==> config.mk <==
export PLATFORM = sky130hd
export DESIGN_NAME = can_acc_filter
export DESIGN_NICKNAME = d
export VERILOG_FILES = /design/src/rtl/can_filt_pkg.sv /design/src/rtl/can_filt_regs.sv /design/src/rtl/can_filt_match.sv /design/src/rtl/can_filt_prio.sv /design/src/rtl/can_acc_filter.sv
export SDC_FILE = /design/constraint.sdc
export NUM_CORES = 1
export LEC_CHECK = 0
export BUFFER_PORTS_ARGS = -buffer_cell sky130_fd_sc_hd__buf_2
export CORE_ASPECT_RATIO = 0.9
export CORE_MARGIN = 2
export CORE_UTILIZATION = 33
export DETAILED_ROUTE_END_ITERATION = 8
export PLACE_DENSITY = 0.6
export SYNTH_ARGS = -nofsm -noshare
export SYNTH_HDL_FRONTEND = slang
export SYNTH_SLANG_ARGS = --single-unit
export TNS_END_PERCENT = 20
==> constraint.sdc <==
create_clock -name clk -period 7 [get_ports clk]
set_input_delay 0.7 -clock clk [delete_from_list [all_inputs] [get_ports clk]]
set_output_delay 0.7 -clock clk [all_outputs]
set_load 0.05 [all_outputs]
==> src/rtl/can_filt_pkg.sv <==
package can_filt_pkg;

    localparam int MODE_ADDR  = 0;
    localparam int CODE_BANK0 = 16;
    localparam int MASK_BANK0 = 20;
    localparam int CODE_BANK1 = 24;
    localparam int MASK_BANK1 = 28;

    typedef enum logic {
        ST_IDLE   = 1'b0,
        ST_REPORT = 1'b1
    } rep_state_e;

    function automatic int code_addr(input int k, input int half);
        return ((k < half) ? CODE_BANK0 : CODE_BANK1) + (k % half);
    endfunction

    function automatic int mask_addr(input int k, input int half);
        return ((k < half) ? MASK_BANK0 : MASK_BANK1) + (k % half);
    endfunction

endpackage

==> src/rtl/can_filt_regs.sv <==
module can_filt_regs
    import can_filt_pkg::*;
#(
    parameter int ADDR_W  = 5,
    parameter int DATA_W  = 8,
    parameter int N_BYTES = 8
) (
    input  logic                      clk,
    input  logic                      rst_n,
    input  logic                      wr_open,
    input  logic                      reg_wr,
    input  logic [ADDR_W-1:0]         reg_addr,
    input  logic [DATA_W-1:0]         reg_wdata,
    output logic [DATA_W-1:0]         reg_rdata,
    output logic [N_BYTES*DATA_W-1:0] code_flat,
    output logic [N_BYTES*DATA_W-1:0] mask_flat,
    output logic                      mode16
);
    localparam int HALF = N_BYTES / 2;

    logic wr_en;
    assign wr_en = wr_open & reg_wr;

    for (genvar k = 0; k < N_BYTES; k++) begin : g_byte
        localparam int CA = code_addr(k, HALF);
        localparam int MA = mask_addr(k, HALF);
        logic [DATA_W-1:0] code_q;
        logic [DATA_W-1:0] mask_q;

        always_ff @(posedge clk or negedge rst_n) begin
            if (!rst_n) begin
                code_q <= '0;
                mask_q <= '0;
            end else if (wr_en) begin
                if (reg_addr == ADDR_W'(CA)) code_q <= reg_wdata;
                if (reg_addr == ADDR_W'(MA)) mask_q <= reg_wdata;
            end
        end

        assign code_flat[k*DATA_W +: DATA_W] = code_q;
        assign mask_flat[k*DATA_W +: DATA_W] = mask_q;
    end

    always_ff @(posedge clk or negedge rst_n) begin
        if (!rst_n)
            mode16 <= 1'b0;
        else if (wr_en && reg_addr == ADDR_W'(MODE_ADDR))
            mode16 <= reg_wdata[0];
    end

    always_comb begin
        reg_rdata = '0;
        if (reg_addr == ADDR_W'(MODE_ADDR))
            reg_rdata = DATA_W'(mode16);
        for (int i = 0; i < N_BYTES; i++) begin
            if (reg_addr == ADDR_W'(code_addr(i, HALF)))
                reg_rdata = code_flat[i*DATA_W +: DATA_W];
            if (reg_addr == ADDR_W'(mask_addr(i, HALF)))
                reg_rdata = mask_flat[i*DATA_W +: DATA_W];
        end
    end

endmodule

==> src/rtl/can_filt_match.sv <==
module can_filt_match #(
    parameter int DATA_W  = 8,
    parameter int N_BYTES = 8
) (
    input  logic [4*DATA_W-1:0]       id_word,
    input  logic [N_BYTES*DATA_W-1:0] code_flat,
    input  logic [N_BYTES*DATA_W-1:0] mask_flat,
    input  logic                      mode16,
    output logic [N_BYTES/2-1:0]      hit_vec
);
    localparam int ID_BYTES = 4;
    localparam int N_F16    = N_BYTES / 2;
    localparam int N_F32    = N_BYTES / 4;

    logic [N_BYTES-1:0] byte_ok;
    logic [N_F16-1:0]   hit16;
    logic [N_F32-1:0]   hit32;

    for (genvar k = 0; k < N_BYTES; k++) begin : g_cmp
        localparam int SEL32 = k % ID_BYTES;
        localparam int SEL16 = k % 2;
        logic [DATA_W-1:0] id_b;
        logic [DATA_W-1:0] code_b;
        logic [DATA_W-1:0] mask_b;
        assign id_b   = mode16 ? id_word[(ID_BYTES-1-SEL16)*DATA_W +: DATA_W]
                               : id_word[(ID_BYTES-1-SEL32)*DATA_W +: DATA_W];
        assign code_b = code_flat[k*DATA_W +: DATA_W];
        assign mask_b = mask_flat[k*DATA_W +: DATA_W];
        assign byte_ok[k] = &((id_b ~^ code_b) | mask_b);
    end

    for (genvar j = 0; j < N_F16; j++) begin : g_f16
        assign hit16[j] = &byte_ok[2*j +: 2];
    end

    for (genvar j = 0; j < N_F32; j++) begin : g_f32
        assign hit32[j] = &byte_ok[4*j +: 4];
    end

    assign hit_vec = mode16 ? hit16 : N_F16'(hit32);

endmodule

==> src/rtl/can_filt_prio.sv <==
module can_filt_prio #(
    parameter int N     = 4,
    parameter int IDX_W = 2
) (
    input  logic [N-1:0]     hit_vec,
    output logic             any_hit,
    output logic [IDX_W-1:0] first_idx
);
    always_comb begin
        any_hit   = |hit_vec;
        first_idx = '0;
        for (int i = N - 1; i >= 0; i--) begin
            if (hit_vec[i]) first_idx = IDX_W'(i);
        end
    end

endmodule

==> src/rtl/can_acc_filter.sv <==
module can_acc_filter
    import can_filt_pkg::*;
#(
    parameter int ADDR_W  = 5,
    parameter int DATA_W  = 8,
    parameter int N_BYTES = 8,
    localparam int ID_W   = 4 * DATA_W,
    localparam int N_FILT = N_BYTES / 2,
    localparam int IDX_W  = (N_FILT > 1) ? $clog2(N_FILT) : 1
) (
    input  logic              clk,
    input  logic              rst_n,
    input  logic              init_req,
    input  logic              init_ack,
    input  logic              reg_wr,
    input  logic [ADDR_W-1:0] reg_addr,
    input  logic [DATA_W-1:0] reg_wdata,
    output logic [DATA_W-1:0] reg_rdata,
    input  logic              id_valid,
    input  logic [ID_W-1:0]   id_word,
    output logic              res_valid,
    output logic              accept,
    output logic [IDX_W-1:0]  hit_idx
);
    logic [N_BYTES*DATA_W-1:0] code_flat;
    logic [N_BYTES*DATA_W-1:0] mask_flat;
    logic                      mode16;
    logic [N_FILT-1:0]         hit_vec;
    logic                      any_hit;
    logic [IDX_W-1:0]          first_idx;
    rep_state_e                state_q, state_d;

    can_filt_regs #(
        .ADDR_W (ADDR_W),
        .DATA_W (DATA_W),
        .N_BYTES(N_BYTES)
    ) regs_i (
        .clk      (clk),
        .rst_n    (rst_n),
        .wr_open  (init_req & init_ack),
        .reg_wr   (reg_wr),
        .reg_addr (reg_addr),
        .reg_wdata(reg_wdata),
        .reg_rdata(reg_rdata),
        .code_flat(code_flat),
        .mask_flat(mask_flat),
        .mode16   (mode16)
    );

    can_filt_match #(
        .DATA_W (DATA_W),
        .N_BYTES(N_BYTES)
    ) match_i (
        .id_word  (id_word),
        .code_flat(code_flat),
        .mask_flat(mask_flat),
        .mode16   (mode16),
        .hit_vec  (hit_vec)
    );

    can_filt_prio #(
        .N    (N_FILT),
        .IDX_W(IDX_W)
    ) prio_i (
        .hit_vec  (hit_vec),
        .any_hit  (any_hit),
        .first_idx(first_idx)
    );

    always_comb begin
        state_d = state_q;
        unique case (state_q)
            ST_IDLE:   if (id_valid)  state_d = ST_REPORT;
            ST_REPORT: if (!id_valid) state_d = ST_IDLE;
            default:   state_d = ST_IDLE;
        endcase
    end

    always_ff @(posedge clk or negedge rst_n) begin
        if (!rst_n) state_q <= ST_IDLE;
        else        state_q <= state_d;
    end

    always_ff @(posedge clk or negedge rst_n) begin
        if (!rst_n) begin
            accept  <= 1'b0;
            hit_idx <= '0;
        end else if (id_valid) begin
            accept  <= any_hit;
            hit_idx <= first_idx;
        end else begin
            accept  <= 1'b0;
        end
    end

    assign res_valid = (state_q == ST_REPORT);

endmodule

After elaboration in Yosys (flattened, before gate mapping)
Index checks and enable logic that the tools add are counted.

Bits in read-only memories: 0. Bits in registers: 133. Logic and storage cells: 105. Bits of input ports: 51. Bits in latches: 0. Memories kept: 0. RAM bits: 0.

Eq/ne operators: 16. Div/mod/pow operators: 0. $add $sub $neg: 0. Bitwise operators: 18. Shifts and indexed selects: 0. $lt $le $gt $ge: 0. Muxes and demuxes: 26. $mul: 0. Reduce and logical (&&, ||, !) cells: 25.

Operators by type and width (count): two-way mux 8 bit (18); == test 5 bit (second input constant) (16); OR 8 bit (8); AND reduction 16 bit (4); AND reduction 32 bit (2); XNOR 8 bit (8); AND reduction 2 bit (16); two-way mux 2 bit (4); logical NOT 5 bit (1); two-way mux 4 bit (1); OR reduction 4 bit (1); two-way mux 1 bit (3); bitwise AND 1 bit (2); logical AND 1 bit (1).

Longest topological paths before layout
Gate-level depths: netlist of the first run.

Depth in word-level cells: 18. Gate-level depth with buffers: 9.

By module
Synthesis of the first run repeated with hierarchy kept, for this count alone.

Cells, all modules: 708. Area total of the unflattened synthesis: 7958.9 um^2.

By module, submodules not included: can_filt_regs (instances 1, area an instance 6508.7 um^2, cells an instance 527); can_filt_match (instances 1, area an instance 1278.7 um^2, cells an instance 166); can_acc_filter (instances 1, area an instance 136.4 um^2, cells an instance 8); can_filt_prio (instances 1, area an instance 35.0 um^2, cells an instance 7).

Worst setup path before layout of the first run
OpenSTA, ideal clock, no wires.

Path type: input port to output port. From: input port reg_addr[2]. To: output port reg_rdata[3]. Stages on the path: 7. Arrival: 3.115 ns. Path slack: 3.185 ns. Path buffers: 3. Cell sequence: buf_2 > buf_1 > clkbuf_1 > o21ai_0 > a211oi_1 > nor2_1 > a211oi_1.

Word-level cells in the longest chain between the ends: 17. Elaborated cells between the ends (all ways): 32.

RTL lines: start, declared (line can_acc_filter.sv:16) `input logic [ADDR_W-1:0] reg_addr,`; == test 5 bit (line can_filt_regs.sv:56) `if (reg_addr == ADDR_W'(code_addr(i, HALF)))`; two-way mux 8 bit (line can_filt_regs.sv:56); two-way mux 8 bit (line can_filt_regs.sv:58) `if (reg_addr == ADDR_W'(mask_addr(i, HALF)))`; two-way mux 8 bit (line can_filt_regs.sv:56); two-way mux 8 bit (line can_filt_regs.sv:58); two-way mux 8 bit (line can_filt_regs.sv:56); two-way mux 8 bit (line can_filt_regs.sv:58); two-way mux 8 bit (line can_filt_regs.sv:56); two-way mux 8 bit (line can_filt_regs.sv:58); two-way mux 8 bit (line can_filt_regs.sv:56); two-way mux 8 bit (line can_filt_regs.sv:58); two-way mux 8 bit (line can_filt_regs.sv:56); two-way mux 8 bit (line can_filt_regs.sv:58); two-way mux 8 bit (line can_filt_regs.sv:56); two-way mux 8 bit (line can_filt_regs.sv:58); two-way mux 8 bit (line can_filt_regs.sv:56); two-way mux 8 bit (*) (line can_filt_regs.sv:58); end, declared (line can_acc_filter.sv:18) `output logic [DATA_W-1:0] reg_rdata,`.

Every way passes the cells marked *; elsewhere a longest branch is shown, timed or not.

Worst setup path after layout of the first run
From: input port reg_addr[0]. To: output port reg_rdata[5].

The elaborated chain is that of the path after synthesis.

==> flow_summary.ini, run 1 <==
[global_routing]
grt_pass1_wl_mm = 40.1
grt_max_degree = 80
grt_pass1_vias = 5906
grt.overflow.total = 0
antenna_found_initial = 0
grt_use_total = 0.231

[setup_path]
cp.depth = 10
critPathKind = in -> out
cp_top_family = simple AND/OR/NAND/NOR gates
start_kind = input port
crit_required_ps = 6300
worst-path-buf-inv = 3
crit_arrival_ps = 3410
rr_worst_depth = 8
cpPeakStageDelay_ps = 880
path_cells = buf_2, buf_4, nor2b_1, nand2_1, o21ai_0, a21oi_1, nor3_1, o21ai_0, a211oi_1, buf_2
r2r-start = regs_i.mode16
cp-startpoint = reg_addr[0]
cp_slowest_cell = nor2b_1
crit_fanout = 43
end_kind = output pin

[detailed_routing]
antenna_left = 0
vias = 6024
dr.pass1.iters = 7
drt-total-wl_mm = 26.9
vias_per_cell = 5.75
drc = 0
drt_iter0_drc = 478
wl_per_cell_um = 25.7

[logic_synthesis]
synth_edf_count = 0
async_reset_ff_frac = 1.00
syn_area_per_cell_sq_um = 10.9
synth_top_area_cell = dfrtp_1
yosysWarnings = 0
ys_types = 48
yosysTopAreaCellShare = 0.443
yosysMostFrequentCell = mux2_2
ys_seq_elements = 133
synthCells = 689
synth_common_cells = 137 x mux2_2, 133 x dfrtp_1, 57 x nor2_1
yosysSeqAreaShare = 0.443
ys.flop_type = dfrtp_1
synth_nets = 740
synthesis.area_sq_um = 7510
yosys-top-cells-area = dfrtp_1 44%, mux2_2 21%, mux2i_1 4.3%

[timing]
rsz0062_at_grt = no
post-route-worst-setup-slack_ps = 2890
tightestPinTransition_ps = 1210
hold_viol_final = 0
setup_viol = 0
period_needed_ps = 4110
slew_viol_final = 0
tns_ps = 0
max-slew-margin-rel = 0.185
fin_crit_sh = 0.587
fin_skew_ps = 6.92
fmax_mhz = 243

[layout]
n_antenna_cell = 0
seq_area_sq_um = 3330
multi_input_area_sq_um = 4000
area_delta_synth_final_pct = 16.1
drive_gt1_frac = 0.333
fillCellCount = 2212
final_nets = 789

[floorplanning]
rows = 52
chipHeight_um = 147
die_area_sq_um = 24000
initial_core_util = 0.335
core_region_area_sq_um = 22400
die_x_um = 163
ioPinCount = 63

[place]
dp_slack_ps = 3050
portBuffers = 62
gp_routability_congestion = 1.04
dp_hpwl_mm = 19.3

[clocking]
clk_path_buf_depth = 2
clk_pin_slew_ps = 60
postCtsResizedCells = 0
post_cts_buffers = 0
htreeDepth = 4
root_buffer = clkbuf_16
numCtsBuffers = 17
insertion_delay_ps = 440
clock_sinks = 133
ctsHoldBuffers = 0
cts_tree = built

[pwr]
total_power_mw = 2.22
ir_drop_v = 0.000172
leakagePower_nw = 3.97
cellPowerDensity_nw_per_um2 = 255

[flow_run]
cap_violations = 0

[hold_path]
hold_class = in -> async

[outcome]
outcome = finished clean
per-layer routing:
| metal | routed length, um | global-route usage | vias to the layer above |
|---|---|---|---|
| li1 | - | - | 2613 |
| met5 | 0 | 0 | - |
| met3 | 1770 | 0.0471 | 54 |
| met1 | 12700 | 0.339 | 3091 |
| met2 | 11300 | 0.325 | 266 |
| met4 | 1150 | 0.105 | 0 |
report_power, final:
group	internal, mW	switching, mW	total, mW
combinational	0.142	0.198	0.340
clock	0.610	0.371	0.981
sequential	0.832	0.0720	0.904
total	1.58	0.641	2.22
sequential cells by signal, summed over array words and instances, names as in the netlist:
register              cells
regs_i.mode16             1
regs_i.g_byte.code_q     64
regs_i.g_byte.mask_q     64
res_valid                 1
hit_idx                   2
accept                    1
cell usage in the layout, fill, tap and decap left out, types with 6 or more instances in the layout:
cell         n
xor2_1      19
a21oi_1     26
buf_2       61
nor2_1      57
a22oi_1      7
o221ai_1     6
clkbuf_16   17
nor2b_1     20
mux2_2     137
dfrtp_1    133
o21ai_0     22
o22ai_1     39
inv_1        9
mux2i_1     32
nand2_1     35
xnor2_1     33
path summary, 6_finish.rpt:
| kind | end | slack, ps |
|---|---|---|
| max | reg_rdata[5] | 2890 |
| min | regs_i.g_byte[1].mask_q[7] | 230 |
| max reg2reg | hit_idx[1] | 3840 |
| min reg2reg | hit_idx[1] | 510 |
| max in group asynchronous | regs_i.g_byte[7].code_q[1] | 5370 |
| min in group clk | res_valid | 450 |
cells by family after synthesis:
kind of cell,count (synthesis),share of synthesized area
xor gates and xnor gates,52,0.0606
buffers and inverters,46,0.0250
and+or+nand+nor,148,0.0961
DFF,133,0.443
AOI/OAI and AO/OA,135,0.115
muxes,175,0.260
layout make-up:
| class | count | share of cell area |
|---|---|---|
| Inverter | 9 | 0.00387 |
| Clock buffer | 18 | 0.0504 |
| Sequential cell | 133 | 0.382 |
| Tap cell | 297 | 0.0426 |
| Timing Repair Buffer | 67 | 0.0406 |
| Multi-Input combinational cell | 510 | 0.458 |
| Clock inverter | 14 | 0.0228 |
metrics by stage:
step                 util  instances  hold WS, ps  cell area [sq um]
finish              0.389       1048          227               8720
global route        0.389       1048          258               8720
CTS                 0.389       1048          236               8720
detailed placement  0.360       1016          508               8080
global placement    0.360       1016          484               8080
floorplan               -        689          404               7510
No activity file was read; power rests on OpenSTA's default activity.
==> run 2: changes to the inputs <==
==> constraint.sdc (replaced) <==
create_clock -name clk -period 3.91 [get_ports clk]
set_input_delay 0.391 -clock clk [delete_from_list [all_inputs] [get_ports clk]]
set_output_delay 0.391 -clock clk [all_outputs]
set_load 0.05 [all_outputs]
==> flow_summary.ini, run 2 (synthesis gave the netlist of run 1 again) <==
[detailed_routing]
wl_per_cell_um = 25.4
drt-total-wl_mm = 26.9
antenna_left = 0
drc = 0
vias_per_cell = 5.65
dr.pass1.iters = 7
drt_iter0_drc = 693
vias = 5983

[clocking]
post_cts_buffers = 0
clk_path_buf_depth = 2
clock_sinks = 133
insertion_delay_ps = 430
clk_pin_slew_ps = 60
ctsHoldBuffers = 0
postCtsResizedCells = 0
cts_tree = built
htreeDepth = 4
numCtsBuffers = 17
root_buffer = clkbuf_16

[layout]
seq_area_sq_um = 3330
n_antenna_cell = 0
drive_gt1_frac = 0.341
layout_commonest_cell = mux2_2
largestRegisters = regs_i.g_byte.code_q (64), regs_i.g_byte.mask_q (64), hit_idx (2)
fillCellCount = 2202
layout_common_cells = 137 x mux2_2, 133 x dfrtp_1, 61 x buf_2
multi_input_area_sq_um = 4000
final_nets = 801
area_delta_synth_final_pct = 16.8

[setup_path]
rr_worst_depth = 7
start_kind = register
cp_top_family = flip-flops
r2r-start = regs_i.mode16
reg2reg_slack_ps = 380
critPathKind = reg -> reg
cpPeakStageDelay_ps = 1080
crit_fanout = 21
worstReg2RegEnd = hit_idx[0]
path_cells = mux2i_1, mux2i_1, o2111ai_1, or4_1, nor2_1, nor2_1, a221oi_1
crit_required_ps = 4240
end_kind = register
worst-path-buf-inv = 0
cp_slowest_cell = dfrtp_1
crit_arrival_ps = 3860

[place]
gp_routability_congestion = 1.04
dp_hpwl_mm = 20.1
portBuffers = 62

[timing]
fmax_mhz = 283
hold_viol_final = 0
tightestPinTransition_ps = 1110
max-slew-margin-rel = 0.258
tns_ps = 0
fin_crit_sh = 0.903
slew_viol_final = 0
setup_viol = 0
fin_skew_ps = 7.05
period_needed_ps = 3530
rsz0062_at_grt = no

[pwr]
leakagePower_nw = 3.99
clockPowerShare = 0.420
p_sw_frac = 0.288
pwr-share-comb = 0.157
seq_power_share = 0.423
total_power_mw = 3.85
ir_drop_v = 0.000266
p_int_mw = 2.75
cellPowerDensity_nw_per_um2 = 439
p_sw_mw = 1.11

[floorplanning]
core_region_area_sq_um = 22400
rows = 52
ioPinCount = 63
chipHeight_um = 147
die_x_um = 163
die_area_sq_um = 24000
initial_core_util = 0.335

[hold_path]
hold_class = in -> async

[global_routing]
grt_max_degree = 93
grt_pass1_vias = 6010
grt_use_total = 0.233
grt.overflow.total = 0
grt_pass1_wl_mm = 40.5
antenna_found_initial = 0

[outcome]
outcome = finished clean

[flow_run]
cap_violations = 0
run 2: cell types whose count changed in the layout (fill, tap and decap cells not counted), sizes merged:
cell      delta
buf         +12
bufinv       -1
clkinvlp     +4
inv          -4
run 2: final cells by class:
type                       instances  share of cell area
clock buffer                      18              0.0489
clock inverter                    13              0.0182
inverter                           9             0.00385
multi-input combinational        510               0.455
sequential                       133               0.379
tap                              297              0.0423
timing repair buffer              79              0.0520
run 2: how the worst max path moves through the flow:
stage | startpoint | to | slack (ps) | cells past startpoint
after CTS | regs_i.mode16 | hit_idx[0] | 430 | 7
after floorplan | reg_addr[2] | reg_rdata[3] | 710 | 7
after global routing | regs_i.mode16 | hit_idx[0] | 210 | 7
after detailed placement | regs_i.mode16 | hit_idx[0] | 510 | 7
after global placement | regs_i.mode16 | hit_idx[0] | 440 | 7
final | regs_i.mode16 | hit_idx[0] | 380 | 7
run 2: stage by stage:
step / instances / utilization / worst slack, ps / hold slack (ps) / area (sq um)
2_1_floorplan: 689 / - / 713 / 95.4 / 7510
3_3_place_gp: 1028 / 0.365 / 444 / 517 / 8190
3_5_place_dp: 1028 / 0.365 / 507 / 504 / 8190
4_1_cts: 1059 / 0.391 / 434 / 89.3 / 8780
5_1_grt: 1059 / 0.391 / 212 / 121 / 8780
6_report: 1059 / 0.391 / 380 / 48.9 / 8780
run 2: power by group through the flow:
| stage | Combinational [mW] | Sequential [mW] | Clock [mW] |
|---|---|---|---|
| after detailed placement | 0.597 | 1.65 | 0 |
| final | 0.607 | 1.63 | 1.62 |
| after global routing | 0.652 | 1.64 | 1.70 |
| after global placement | 0.593 | 1.65 | 0 |
| after floorplan | 0.392 | 1.59 | 0 |
| after CTS | 0.600 | 1.62 | 1.63 |
run 2: per-layer routing:
metal  part of all wire  vias to the layer above  track usage
li1                   -                     2638            -
met5                  0                        -            0
met3              0.077                       53       0.0536
met1               0.48                     3035        0.350
met4              0.037                        0       0.0934
met2               0.41                      257        0.322
